**src/rtl/sdma_pkg.sv**
```systemverilog
package sdma_pkg;

  typedef enum logic [1:0] {
    RG_LOW  = 2'd0,
    RG_VRAM = 2'd1,
    RG_EXT  = 2'd2,
    RG_NONE = 2'd3
  } bus_region_e;

  // Classify an address high byte into the bus it lives on.
  function automatic bus_region_e region_of(input logic [7:0] hi);
    if (hi < 8'h80)       return RG_LOW;
    else if (hi <= 8'h9F) return RG_VRAM;
    else if (hi <= 8'hFD) return RG_EXT;
    else                  return RG_NONE;
  endfunction

  // True when the engine's page and a processor address share one bus.
  function automatic logic conflict_hit(input logic [7:0] page,
                                        input logic [7:0] hi,
                                        input logic       color);
    bus_region_e a;
    bus_region_e b;
    a = region_of(page);
    b = region_of(hi);
    if (!color) begin
      if (a == RG_EXT) a = RG_LOW;
      if (b == RG_EXT) b = RG_LOW;
    end
    return (a != RG_NONE) && (a == b);
  endfunction

endpackage

```
**src/rtl/sdma_sequencer.sv**
```systemverilog
module sdma_sequencer #(
  parameter int XFER_LEN = 160,
  parameter int PAGE_W   = 8,
  parameter int OFS_W    = 8,
  parameter int CNT_W    = $clog2(XFER_LEN + 2)
) (
  input  logic              clk,
  input  logic              rst_n,
  input  logic              cpu_halt,
  input  logic              wr_en,
  input  logic [PAGE_W-1:0] wr_page,
  output logic [PAGE_W-1:0] page_reg,
  output logic [PAGE_W-1:0] src_page,
  output logic              busy,
  output logic              mem_re,
  output logic [OFS_W-1:0]  rd_ofs,
  input  logic [7:0]        mem_data,
  output logic              oam_we,
  output logic [OFS_W-1:0]  oam_ofs,
  output logic [7:0]        oam_data
);

  localparam logic [CNT_W-1:0] LOAD_V = CNT_W'(XFER_LEN + 1);
  localparam logic [CNT_W-1:0] LEN_V  = CNT_W'(XFER_LEN);

  logic             delay_q, hold_q;
  logic [CNT_W-1:0] cnt_q;
  logic [7:0]       buf_q;

  // Named internal events for the properties.
  logic advance, active, do_write, do_read, start_fire;

  // Offset of the byte fetched this cycle.
  function automatic logic [OFS_W-1:0] fetch_ofs(input logic [CNT_W-1:0] c);
    return (c == '0) ? '0 : OFS_W'(LOAD_V - c);
  endfunction

  // Offset of the byte stored this cycle.
  function automatic logic [OFS_W-1:0] store_ofs(input logic [CNT_W-1:0] c);
    return OFS_W'(LEN_V - c);
  endfunction

  assign advance    = !cpu_halt;
  assign active     = (cnt_q != '0);
  assign do_write   = active && (cnt_q <= LEN_V);
  assign do_read    = (cnt_q >= CNT_W'(2));
  assign start_fire = advance && delay_q;

  always_ff @(posedge clk) begin
    if (!rst_n) begin
      page_reg <= '1;
      src_page <= '1;
      delay_q  <= 1'b0;
      hold_q   <= 1'b0;
      cnt_q    <= '0;
      buf_q    <= '0;
    end else begin
      if (wr_en) begin
        page_reg <= wr_page;
        delay_q  <= 1'b1;
        hold_q   <= active | (delay_q & hold_q);
      end else if (start_fire) begin
        delay_q  <= 1'b0;
        hold_q   <= 1'b0;
      end
      if (advance) begin
        if (start_fire) begin
          src_page <= page_reg;
          cnt_q    <= LOAD_V;
        end else if (active) begin
          cnt_q    <= cnt_q - 1'b1;
        end
        if (do_read) buf_q <= mem_data;
      end
    end
  end

  assign busy     = active | hold_q;
  assign mem_re   = do_read && advance;
  assign rd_ofs   = fetch_ofs(cnt_q);
  assign oam_we   = do_write && advance;
  assign oam_ofs  = store_ofs(cnt_q);
  assign oam_data = buf_q;


  page_store_chk: assert property (@(posedge clk) disable iff (!rst_n)
    wr_en |=> page_reg == $past(wr_page));


  start_load_chk: assert property (@(posedge clk) disable iff (!rst_n)
    start_fire |=> cnt_q == LOAD_V);


  halt_freeze_chk: assert property (@(posedge clk) disable iff (!rst_n)
    cpu_halt |=> $stable(cnt_q) && $stable(buf_q));


  store_step_chk: assert property (@(posedge clk) disable iff (!rst_n)
    (oam_we && cnt_q > CNT_W'(1) && !start_fire) |=>
      (cpu_halt || (oam_we && oam_ofs == $past(oam_ofs) + 1'b1)));


  busy_drop_chk: assert property (@(posedge clk) disable iff (!rst_n)
    (advance && cnt_q == CNT_W'(1) && !delay_q && !wr_en) |=> !busy);

endmodule

```
**src/rtl/sdma_conflict.sv**
```systemverilog
module sdma_conflict #(
  parameter int ADDR_W = 16,
  parameter int PAGE_W = 8
) (
  input  logic              clk,
  input  logic              rst_n,
  input  logic              color_model,
  input  logic              busy,
  input  logic [PAGE_W-1:0] src_page,
  input  logic [ADDR_W-1:0] dma_addr,
  input  logic [ADDR_W-1:0] cpu_addr,
  output logic              conflict,
  output logic [ADDR_W-1:0] eff_addr
);
  import sdma_pkg::*;

  assign conflict = busy && conflict_hit(src_page, cpu_addr[ADDR_W-1 -: PAGE_W], color_model);
  assign eff_addr = conflict ? dma_addr : cpu_addr;


  conflict_busy_chk: assert property (@(posedge clk) disable iff (!rst_n)
    conflict |-> busy);


  page_match_chk: assert property (@(posedge clk) disable iff (!rst_n)
    conflict |-> eff_addr[ADDR_W-1 -: PAGE_W] == src_page);

endmodule

```
**src/rtl/sprite_attr_dma.sv**
```systemverilog
module sprite_attr_dma #(
  parameter int                XFER_LEN = 160,
  parameter int                ADDR_W   = 16,
  parameter int                PAGE_W   = 8,
  parameter logic [ADDR_W-1:0] OAM_BASE = 16'hFE00
) (
  input  logic              clk,
  input  logic              rst_n,
  input  logic              cpu_halt,
  input  logic              color_model,
  input  logic              page_wr_en,
  input  logic [PAGE_W-1:0] page_wr_data,
  output logic [PAGE_W-1:0] page_rd_data,
  output logic              busy,
  output logic              mem_rd_en,
  output logic [ADDR_W-1:0] mem_rd_addr,
  input  logic [7:0]        mem_rd_data,
  output logic              oam_wr_en,
  output logic [ADDR_W-1:0] oam_wr_addr,
  output logic [7:0]        oam_wr_data,
  input  logic [ADDR_W-1:0] cpu_addr,
  output logic [ADDR_W-1:0] cpu_eff_addr,
  output logic              cpu_conflict
);

  localparam int                OFS_W   = ADDR_W - PAGE_W;
  localparam logic [ADDR_W-1:0] OAM_END = ADDR_W'(OAM_BASE + XFER_LEN);

  logic [PAGE_W-1:0] src_page;
  logic [OFS_W-1:0]  rd_ofs, oam_ofs;

  sdma_sequencer #(
    .XFER_LEN(XFER_LEN),
    .PAGE_W  (PAGE_W),
    .OFS_W   (OFS_W)
  ) seq_i (
    .clk     (clk),
    .rst_n   (rst_n),
    .cpu_halt(cpu_halt),
    .wr_en   (page_wr_en),
    .wr_page (page_wr_data),
    .page_reg(page_rd_data),
    .src_page(src_page),
    .busy    (busy),
    .mem_re  (mem_rd_en),
    .rd_ofs  (rd_ofs),
    .mem_data(mem_rd_data),
    .oam_we  (oam_wr_en),
    .oam_ofs (oam_ofs),
    .oam_data(oam_wr_data)
  );

  assign mem_rd_addr = {src_page, rd_ofs};
  assign oam_wr_addr = OAM_BASE + ADDR_W'(oam_ofs);

  sdma_conflict #(
    .ADDR_W(ADDR_W),
    .PAGE_W(PAGE_W)
  ) conf_i (
    .clk        (clk),
    .rst_n      (rst_n),
    .color_model(color_model),
    .busy       (busy),
    .src_page   (src_page),
    .dma_addr   (mem_rd_addr),
    .cpu_addr   (cpu_addr),
    .conflict   (cpu_conflict),
    .eff_addr   (cpu_eff_addr)
  );


  oam_window_chk: assert property (@(posedge clk) disable iff (!rst_n)
    oam_wr_en |-> (oam_wr_addr >= OAM_BASE) && (oam_wr_addr < OAM_END));


  halt_quiet_chk: assert property (@(posedge clk) disable iff (!rst_n)
    cpu_halt |-> !oam_wr_en && !mem_rd_en);

endmodule

```
**config.mk**
```make
export PLATFORM = sky130hd
export DESIGN_NAME = sprite_attr_dma
export DESIGN_NICKNAME = d
export VERILOG_FILES = /design/src/rtl/sdma_pkg.sv /design/src/rtl/sdma_sequencer.sv /design/src/rtl/sdma_conflict.sv /design/src/rtl/sprite_attr_dma.sv
export SDC_FILE = /design/constraint.sdc
export NUM_CORES = 1
export LEC_CHECK = 0
export BUFFER_PORTS_ARGS = -buffer_cell sky130_fd_sc_hd__buf_2
export CAP_MARGIN = 20
export CORE_UTILIZATION = 50
export CTS_BUF_LIST = sky130_fd_sc_hd__clkbuf_8
export DETAILED_ROUTE_END_ITERATION = 8
export PLACE_DENSITY = 0.87
export SLEW_MARGIN = 20
export SYNTH_ARGS = -nofsm -noshare
export SYNTH_HDL_FRONTEND = slang
export SYNTH_SLANG_ARGS = --single-unit
```
**constraint.sdc**
```tcl
create_clock -name clk -period 6.4 [get_ports clk]
set_input_delay 1.28 -clock clk [delete_from_list [all_inputs] [get_ports clk]]
set_output_delay 1.28 -clock clk [all_outputs]
set_load 0.01 [all_outputs]
```
==> impl_results.md <==
* Least-Margin Pin Slew at 1040 ps
* Final non-filler cell total at 376
* Largest net degree at the start of global routing at 20
* GRT Total Usage at 0.201
* Outcome: finished, final reports clean
* Crit-path cells: buf_2 > or3b_2 > o22ai_1 > nand2_4 > inv_6 > mux2_4 > buf_2
* H-tree levels at 2
* Reg2reg start: seq_i.cnt_q[1]$_SDFFE_PN0P_
* Ys Warns at 0
* Dpl ws at 2170 ps
* Overall die width at 66.4 um
* DIE HEIGHT at 66.4 um
* Drc violations at 0
* Clock latency on the worst-skew pair at 280 ps
* Setup Viol. Count Final at 0
* Antenna violations before repair at 0
* Via count at 1961
* Die area at 4410 um2
* Syn avg cell area at 8.56 um2
* Final Wtd Congestion at 0.778
* Diodes inserted at 0
* Layout fillers at 365
* First-pass DRT Iterations at 4
* Synth Cell Area at 2070 um2
* WL final at 4.65 mm
* Setup ws final at 2160 ps
* Total gr overflow at 0
* Worst-path clk slew at 70 ps
* Critical path class: input pin to output pin
* Seq. cell area at 681 um2
* Area after DPL at 2470 um2
* Slew margin rel. at 0.304
* Synth-to-Final Area Change at 23.8%
* Max-Cap Viols at 0
* CTS tree: yes
* Core box area at 4000 um2
* TNS Setup at 0 ps
* Synthesized flop and latch total at 34
* PortBufs at 96
* Fmax at 236 MHz
* Min-delay worst type: flop to flop
* Share of layout cells above drive strength 1 at 0.380
* Post-route cell area at 2560 um2
* Cells resized by post-CTS repair at 0
* CP top delay family: simple AND/OR/NAND/NOR gates
* Initial DRC count at 117
* Post-layout min period at 4240 ps
* CP startpoint kind: input pin
* Crit Path Max Fanout at 12
* First-pass GRT wire length at 6.87 mm
* Vias in the first global route at 1572
* Sink Count at 34
* Slowest CP cell: or3b_2
* Initial core utilization at 0.518
* LEAKAGE at 1.29 nW
* Cell Rows at 23
* Final Max Slew Viols at 0
* Post-Syn Instances at 242
* Yosys cell types at 48
* Post-Route Skew at 4.99 ps
* Most frequent cells in the layout: buf_2, dfxtp_1, nand2_1, nor2_1, mux2i_1
* PwrDens at 495 nW/um2
* I/O pins at 105
* CTS buffer count at 5
* Antenna Nets Post-Route at 0
* Hold buffer count at CTS at 0
* WP buf/inv at 3
* Most common cell on crit path: buf_2
* Final hold violations at 0
* Post-CTS Setup Inserts at 0
* Final Power at 0.00127 W
* Worst Setup SP: cpu_addr[13]
* Seq/Total Area, Yosys at 0.329
* Via density per instance at 5.22
* Worst Setup End Kind: output pin
* Final cycle utilization of the critical path at 0.663
* Inst Count DP at 368
* Hold path start: seq_i.page_reg[6]$_SDFFE_PN1P_
* Worst VDD drop at 235 uV
* HPWL Detailed at 3.51 mm
* Highest cell delay on the worst timing path at 470 ps
* Final Net Count at 365
* WL/cell at 12.4 um
* WP data required at 5120 ps
* WP data arrival at 2960 ps
* RSZ-0062 raised after global routing: false
* Most common cell after layout, fill and taps aside: buf_2
* Largest buffer count on any clock path at 2
* Multi-input combinational cell area at 1220 um2
* CTS root buf: clkbuf_8
-- Yosys cell counts (all sizes together) --
| cell | number | area share |
|---|---|---|
| dfxtp | 34 | 0.33 |
| nand2 | 32 | 0.062 |
| nor2 | 23 | 0.042 |
| mux2i | 17 | 0.082 |
| buf | 16 | 0.061 |
| mux2 | 13 | 0.092 |
| a21oi | 12 | 0.029 |
| nand3 | 12 | 0.029 |
| clkbuf | 10 | 0.018 |
| o21ai | 10 | 0.024 |
| xnor2 | 6 | 0.025 |
| inv | 5 | 0.011 |
| xor2 | 5 | 0.021 |
| a21boi | 4 | 0.020 |
| nor3 | 4 | 0.0097 |
| a22o | 3 | 0.013 |
| ha | 3 | 0.018 |
| nand2b | 3 | 0.0091 |
| nor2b | 3 | 0.0091 |
| conb | 2 | 0.0036 |
| nand4 | 2 | 0.0060 |
| nor3b | 2 | 0.0072 |
| o21bai | 2 | 0.0072 |
| o31ai | 2 | 0.0072 |
| or3 | 2 | 0.0085 |
| or3b | 2 | 0.0085 |
| a211oi | 1 | 0.0036 |
| a21o | 1 | 0.0036 |
| a2bb2oi | 1 | 0.0042 |
| a31oi | 1 | 0.0030 |
| and2 | 1 | 0.0030 |
| clkinv | 1 | 0.0018 |
| nor4 | 1 | 0.0030 |
| nor4b | 1 | 0.0042 |
| o22ai | 1 | 0.0030 |
| o2bb2ai | 1 | 0.0042 |
| o41ai | 1 | 0.0042 |
| or2 | 1 | 0.0030 |
| or4b | 1 | 0.0066 |
-- logic make-up after synthesis --
group / Yosys count / share of synthesized area
AOI/OAI and AO/OA: 40 / 0.126
xor gates and xnor gates: 11 / 0.0465
adders and majority gates: 3 / 0.0181
buffers and inverters: 32 / 0.0924
DFF: 34 / 0.329
muxes: 30 / 0.175
other: 2 / 0.00362
and+or+nand+nor: 90 / 0.210
-- routing by layer --
metal	wire length (um)	part of all wire	vias to the layer above	track usage
li1	-	-	973	-
met1	2090	0.45	916	0.246
met2	2310	0.50	68	0.349
met3	227	0.049	4	0.0414
met4	29	0.0062	0	0.0638
met5	0	0	-	0
-- worst paths after layout --
kind | slack, ps | cells after the start | end
worst max-delay path | 2160 | 7 | cpu_eff_addr[6]
worst min register to register | 490 | 2 | seq_i.src_page[6]$_SDFFE_PN1P_
worst min-delay path | 490 | 2 | seq_i.src_page[6]$_SDFFE_PN1P_
worst max register to register | 3940 | 7 | seq_i.cnt_q[0]$_SDFFE_PN0P_
-- where the power goes --
part	switching [W]	internal [W]
Combinational	0.000429	0.000374
Clock	0.0000732	0.0000851
Sequential	0.0000538	0.000254
-- final cells by class --
class	count	share of cell area
timing repair buffer	96	0.187
clock buffer	6	0.0322
tap	50	0.0244
multi-input combinational	182	0.477
sequential	34	0.265
inverter	6	0.0107
clock inverter	2	0.00341
-- tightest hold or removal path, delay by kind of cell, from the launching register on --
family	cells	cell delay [ps]
DFF	1	320
and+or+nand+nor	2	120
-- per-stage QoR --
| step | hold slack, ps | utilization |
|---|---|---|
| 6_report | 487 | 0.641 |
| 5_1_grt | 515 | 0.641 |
| 4_1_cts | 494 | 0.641 |
| 3_5_place_dp | 481 | 0.618 |
| 3_3_place_gp | 469 | 0.618 |
| 2_1_floorplan | 474 | - |
Power figures use the tool's default switching activity.
